<file path="config.mk">
export PLATFORM = sky130hd
export DESIGN_NAME = cmath_blend
export DESIGN_NICKNAME = d
export VERILOG_FILES = /design/src/rtl/cmath_pkg.sv /design/src/rtl/cmath_fixreg.sv /design/src/rtl/cmath_chan.sv /design/src/rtl/cmath_gate.sv /design/src/rtl/cmath_blend.sv
export SDC_FILE = /design/constraint.sdc
export NUM_CORES = 1
export LEC_CHECK = 0
export CORE_MARGIN = 8
export CORE_UTILIZATION = 40
export CTS_CLUSTER_DIAMETER = 120
export DETAILED_ROUTE_END_ITERATION = 12
export GPL_TIMING_DRIVEN = 0
export PLACE_DENSITY_LB_ADDON = 0.08
export SYNTH_ARGS = -nofsm -noshare
export SYNTH_HDL_FRONTEND = slang
export SYNTH_SLANG_ARGS = --single-unit
</file>
<file path="constraint.sdc">
create_clock -name clk -period 7.3 [get_ports clk]
set_clock_uncertainty 0.1 [all_clocks]
set_input_delay 1.46 -clock clk [delete_from_list [all_inputs] [get_ports clk]]
set_output_delay 1.46 -clock clk [all_outputs]
set_load 0.03 [all_outputs]
</file>
<file path="src/rtl/cmath_pkg.sv">
// Package: shared sizes and source-layer codes for the color math blender.
// Assumes three channels of equal width packed from bit 0 upward (red first).
package cmath_pkg;
    localparam int CH_W_DEF   = 5;
    localparam int NUM_CH_DEF = 3;
    localparam int NUM_SRC_DEF = 6;

    typedef enum logic [2:0] {
        SRC_BG1  = 3'd0,
        SRC_BG2  = 3'd1,
        SRC_BG3  = 3'd2,
        SRC_BG4  = 3'd3,
        SRC_SPR  = 3'd4,
        SRC_BACK = 3'd5
    } src_e;
endpackage

</file>
<file path="src/rtl/cmath_fixreg.sv">
// Module: fixed color store. Each channel loads the shared intensity when its
// select bit is set during a write strobe. Assumes synchronous active-low reset.
module cmath_fixreg #(
    parameter int CH_W   = cmath_pkg::CH_W_DEF,
    parameter int NUM_CH = cmath_pkg::NUM_CH_DEF
) (
    input  logic                     clk,
    input  logic                     rst_n,
    input  logic                     we,
    input  logic [NUM_CH-1:0]        sel,
    input  logic [CH_W-1:0]          val,
    output logic [NUM_CH*CH_W-1:0]   fix_q
);
    for (genvar c = 0; c < NUM_CH; c++) begin : g_ch
        // Load one channel of the fixed color when selected.
        always_ff @(posedge clk) begin
            if (!rst_n)
                fix_q[c*CH_W +: CH_W] <= '0;
            else if (we && sel[c])
                fix_q[c*CH_W +: CH_W] <= val;
        end
    end
endmodule

</file>
<file path="src/rtl/cmath_chan.sv">
// Module: one channel of add/subtract, optional halving, then clamp to the
// channel range. Purely combinational; halving acts on the unclamped value.
module cmath_chan #(
    parameter int CH_W = cmath_pkg::CH_W_DEF
) (
    input  logic [CH_W-1:0] a,
    input  logic [CH_W-1:0] b,
    input  logic            do_sub,
    input  logic            do_half,
    output logic [CH_W-1:0] y
);
    localparam int W = CH_W + 2;
    localparam logic signed [W-1:0] SAT = {2'b00, {CH_W{1'b1}}};

    logic signed [W-1:0] a_ext, b_ext, raw, shv;

    // Compute the signed sum or difference, shift it, then clamp.
    always_comb begin
        a_ext = $signed({2'b00, a});
        b_ext = $signed({2'b00, b});
        raw   = do_sub ? (a_ext - b_ext) : (a_ext + b_ext);
        shv   = do_half ? (raw >>> 1) : raw;
        if (shv[W-1])
            y = '0;
        else if (shv > SAT)
            y = SAT[CH_W-1:0];
        else
            y = shv[CH_W-1:0];
    end
endmodule

</file>
<file path="src/rtl/cmath_gate.sv">
// Module: decides whether color math applies to the current pixel from its
// source layer, the per-layer enables and the window block flag.
// Assumes layer codes at or above NUM_SRC never receive math.
module cmath_gate #(
    parameter int NUM_SRC = cmath_pkg::NUM_SRC_DEF,
    parameter int LAYER_W = 3
) (
    input  logic [LAYER_W-1:0] src_layer,
    input  logic [NUM_SRC-1:0] math_en,
    input  logic               win_block,
    output logic               apply
);
    localparam int PAD = 2 ** LAYER_W;

    logic [PAD-1:0] en_pad;

    // Pad the enable vector so every layer code indexes a defined bit.
    always_comb begin
        en_pad = '0;
        en_pad[NUM_SRC-1:0] = math_en;
        apply  = en_pad[src_layer] && !win_block;
    end
endmodule

</file>
<file path="src/rtl/cmath_blend.sv">
// Module: color math blender top. Selects the second operand, runs one
// arithmetic lane per channel and registers the result (one-cycle latency).
// Assumes the fixed color write and the blend in the same cycle see the old
// fixed value.
module cmath_blend #(
    parameter int CH_W    = cmath_pkg::CH_W_DEF,
    parameter int NUM_CH  = cmath_pkg::NUM_CH_DEF,
    parameter int NUM_SRC = cmath_pkg::NUM_SRC_DEF,
    parameter int COLOR_W = NUM_CH * CH_W + 1,
    parameter int LAYER_W = $clog2(NUM_SRC),
    parameter int FB_W    = CH_W + NUM_CH
) (
    input  logic               clk,
    input  logic               rst_n,
    input  logic [COLOR_W-1:0] main_color,
    input  logic [COLOR_W-1:0] sub_color,
    input  logic [LAYER_W-1:0] src_layer,
    input  logic [NUM_SRC-1:0] math_en,
    input  logic               win_block,
    input  logic               op_sub,
    input  logic               op_half,
    input  logic               use_sub,
    input  logic               fix_we,
    input  logic [FB_W-1:0]    fix_byte,
    output logic [COLOR_W-1:0] out_color
);
    localparam int PIX_W = NUM_CH * CH_W;

    logic [PIX_W-1:0] fix_color;
    logic [PIX_W-1:0] operand;
    logic [PIX_W-1:0] blended;
    logic             apply;

    cmath_fixreg #(.CH_W(CH_W), .NUM_CH(NUM_CH)) u_fix (
        .clk   (clk),
        .rst_n (rst_n),
        .we    (fix_we),
        .sel   (fix_byte[FB_W-1:CH_W]),
        .val   (fix_byte[CH_W-1:0]),
        .fix_q (fix_color)
    );

    cmath_gate #(.NUM_SRC(NUM_SRC), .LAYER_W(LAYER_W)) u_gate (
        .src_layer (src_layer),
        .math_en   (math_en),
        .win_block (win_block),
        .apply     (apply)
    );

    // Pick the second operand: sub-screen pixel or fixed color.
    always_comb operand = use_sub ? sub_color[PIX_W-1:0] : fix_color;

    for (genvar c = 0; c < NUM_CH; c++) begin : g_lane
        cmath_chan #(.CH_W(CH_W)) u_chan (
            .a       (main_color[c*CH_W +: CH_W]),
            .b       (operand[c*CH_W +: CH_W]),
            .do_sub  (op_sub),
            .do_half (op_half),
            .y       (blended[c*CH_W +: CH_W])
        );
    end

    // Register the blended or passed-through color; unused top bit is zero.
    always_ff @(posedge clk) begin
        if (!rst_n)
            out_color <= '0;
        else
            out_color <= {1'b0, apply ? blended : main_color[PIX_W-1:0]};
    end
endmodule

</file>
==> metrics.csv <==
metric,value,unit
antennaDiodeCount,0,
critical_path.max_fanout,10,
switchingPower,190,µW
dpl.cell_count,476,
final_net_count,500,
critPathArrivalTime,4.17,ns
cp_peak_stage_delay,0.47,ns
instances_no_fill,484,
ff2ff_path_depth,8,
post_drt_via_cell_ratio,5.27,
setup.reg_to_reg.worst_slack,4.80,ns
yosys_warning_count,0,
period_share,56.1,%
grtUsageMet3,3.66,%
cp-end-kind,flop,
max_slew_margin,63.1,%
design.die.area,9750,µm²
switching_share,33.5,%
yosysSeqAreaShare,21.9,%
max_cap_violations,0,
clk_root_buffer_cell,sky130_fd_sc_hd__clkbuf_8,
cts.repair.resized,0,
syn_nets,429,
critical_path.n_buffers_inverters,3,
share_seq_of_total_power,31.3,%
place_area,3480,µm²
power_density,158,nW/µm²
hold_path_end,u_fix.fix_q[4],
layout-drive-gt1-share,7.92,%
detailed_place_hpwl,6340,µm
run_status,"finished, final reports clean",
wire_length_of_the_first_global_routing_pass,12600,µm
clock_power_share,29.9,%
hold_viol,0,
least_margin_pin_slew,0.553,ns
worst_ir_drop_vdd,0.000103,V
initial_core_util,40.8,%
via_count_of_the_first_global_routing_pass,2620,
setup_ws,3.20,ns
final-max-slew-violation-count,0,
hold_start,u_fix.fix_q[4],
drt_wl_total,7690,µm
cp_slowest_cell,sky130_fd_sc_hd__a221oi_1,
setup_violations,0,
vias,2553,
drt.antenna.violating_nets,0,
drt_iter0_drc,71,
clock_latency,0.28,ns
layout-area-overhead-vs-synth,31.0,%
internal-power,378,µW
top_usage_layer,met2,
yosysTopAreaCell,sky130_fd_sc_hd__dfxtp_1,
place_worst_setup_slack,2.99,ns
power.total,568,µW
gp_congestion,0.854,
clock-sinks,30,
grt_util_all_layers,15.9,%
fp.dieH,98.8,µm
wire_per_inst,15.9,µm
std_cell_rows,30,
async_flop_share,0,%
worstHoldPathCells,2,
synth_enable_flop_cells,0,
critical_path.startpoint,use_sub,
synth_commonest_cells,"44 x sky130_fd_sc_hd__nand2_1, 35 x sky130_fd_sc_hd__ha_1, 30 x sky130_fd_sc_hd__dfxtp_1, 25 x sky130_fd_sc_hd__a21oi_1, 23 x sky130_fd_sc_hd__inv_1",
design_area,3590,µm²
ys_top_cells_by_area,"sky130_fd_sc_hd__dfxtp_1 22%, sky130_fd_sc_hd__ha_1 16%, sky130_fd_sc_hd__mux2i_1 6.6%",
period_needed,4.10,ns
post_synth_inst_count,332,
cpLargestDelayFamily,compound AO/OA/AOI/OAI gates,
coreArea,6720,µm²
grt_start_max_net_pins,11,
dr.pass1.iters,4,
cts_buf_count,5,
ys_dominant_reg_cell,sky130_fd_sc_hd__dfxtp_1,
drc,0,
cp_data_required_time,7.38,ns
clock_tree.htree_level_count,2,
numPortBuffers,64,
total_leakage_power,0.00157,µW
floorplan.die.width,98.8,µm
globalRouteMet2Util,27.1,%
rr_endpoint,out_color[0],
rsz0062_at_grt,false,
setup.worst_path.class,in -> reg,
critPathLaunchType,primary input,
final.setup.tns,0,ns
post_cts_buffers,0,
worstHoldPathType,reg -> reg,
synth_top_cell_area_share,21.9,%
overflow,0,
cts_hold_buffers,0,
ioPinCount,72,
max_freq,244,MHz
cp_cell_sequence,clkbuf_1 -> buf_2 -> mux2i_1 -> inv_1 -> ha_1 -> a221oi_1 -> nor2_1 -> o31ai_1 -> nand3_1 -> a32o_1,
postSynthRegisterBits,30,
post_syn_area,2740,µm²
clk_pin_slew,0.07,ns
regToRegStartpoint,u_fix.fix_q[1],
post_synth.cell_area_avg,8.25,µm²
power_frac_comb,38.7,%
met1_usage,19.6,%
tritoncts,done,
synth_cell_types,51,
yosys.cell_count.top_type,sky130_fd_sc_hd__nand2_1,
max-clock-path-buffers,2,
antenna_found_initial,0,
per-stage QoR:
step	hold WS, ns	utilization, %
global route	0.375	53.4
global placement	0.341	51.8
floorplan	0.334	-
detailed placement	0.348	51.8
CTS	0.358	53.4
finish	0.356	53.4
area by class of cell:
cell class	count	area (µm²)
inverter	25	93.8
fill	660	3130
buffer	13	63.8
sequential	30	601
tap	80	100
clock buffer	5	68.8
multi-input combinational	264	1980
clock inverter	3	40.0
timing repair buffer	64	641
sequential cells by signal, indices dropped and copies added, names as in the netlist:
signal       count
u_fix.fix_q     15
out_color       15
placed cells by master (no fill, tap or decap), types with 2 or more instances in the layout:
cell type                          n
sky130_fd_sc_hd__a21oi_1          25
sky130_fd_sc_hd__a22o_1            2
sky130_fd_sc_hd__a22oi_1           4
sky130_fd_sc_hd__a31oi_1           3
sky130_fd_sc_hd__a32o_1            6
sky130_fd_sc_hd__buf_1             2
sky130_fd_sc_hd__buf_2             3
sky130_fd_sc_hd__clkbuf_1          6
sky130_fd_sc_hd__clkbuf_8          5
sky130_fd_sc_hd__clkdlybuf4s50_1  64
sky130_fd_sc_hd__clkinv_1          2
sky130_fd_sc_hd__clkinv_2          2
sky130_fd_sc_hd__dfxtp_1          30
sky130_fd_sc_hd__fa_1              6
sky130_fd_sc_hd__ha_1             35
sky130_fd_sc_hd__inv_1            23
sky130_fd_sc_hd__mux2_2            5
sky130_fd_sc_hd__mux2i_1          18
sky130_fd_sc_hd__nand2_1          44
sky130_fd_sc_hd__nand2b_1          2
sky130_fd_sc_hd__nand3_1          17
sky130_fd_sc_hd__nand3b_1          3
sky130_fd_sc_hd__nor2_1           18
sky130_fd_sc_hd__nor2_2            3
sky130_fd_sc_hd__nor2b_1           9
sky130_fd_sc_hd__nor3_2            2
sky130_fd_sc_hd__nor3b_1           2
sky130_fd_sc_hd__o211ai_1          4
sky130_fd_sc_hd__o21ai_0          12
sky130_fd_sc_hd__o21bai_1          5
sky130_fd_sc_hd__o31ai_1           4
sky130_fd_sc_hd__or2_2             4
sky130_fd_sc_hd__xnor2_1           8
sky130_fd_sc_hd__xor2_1            5
tightest hold or removal path, stage by stage, from the launching register on:
cell	delay [ns]
sky130_fd_sc_hd__dfxtp_1	0.31
sky130_fd_sc_hd__nand2_1	0.05
sky130_fd_sc_hd__a21oi_1	0.05
metal layers:
layer	wire length, µm	vias to the layer above
met1	3620	1173
met4	71	0
met2	3630	78
li1	-	1294
met5	0	-
met3	357	8
power groups by stage:
stage | clock (µW) | combinational (µW) | sequential, µW
floorplan | 0 | 126 | 197
CTS | 172 | 220 | 178
global placement | 0 | 218 | 182
finish | 170 | 220 | 178
detailed placement | 0 | 219 | 182
global route | 177 | 244 | 179
worst max-delay path by stage:
stage | to | slack [ns] | depth (start not counted)
global placement | out_color[0] | 2.98 | 10
global route | out_color[0] | 2.94 | 10
finish | out_color[0] | 3.20 | 10
CTS | out_color[0] | 3.27 | 10
floorplan | out_color[11] | 3.44 | 11
detailed placement | out_color[0] | 2.99 | 10
kinds of logic after synthesis:
logic type	Yosys count	share of synthesized area [%]
other	1	0.137
and+or+nand+nor	108	18.9
muxes	24	9.45
DFF	30	21.9
adders and majority gates	41	20.4
buffers and inverters	38	5.75
AOI/OAI and AO/OA	77	19.3
xor gates and xnor gates	13	4.16
Power figures use the tool's default switching activity.
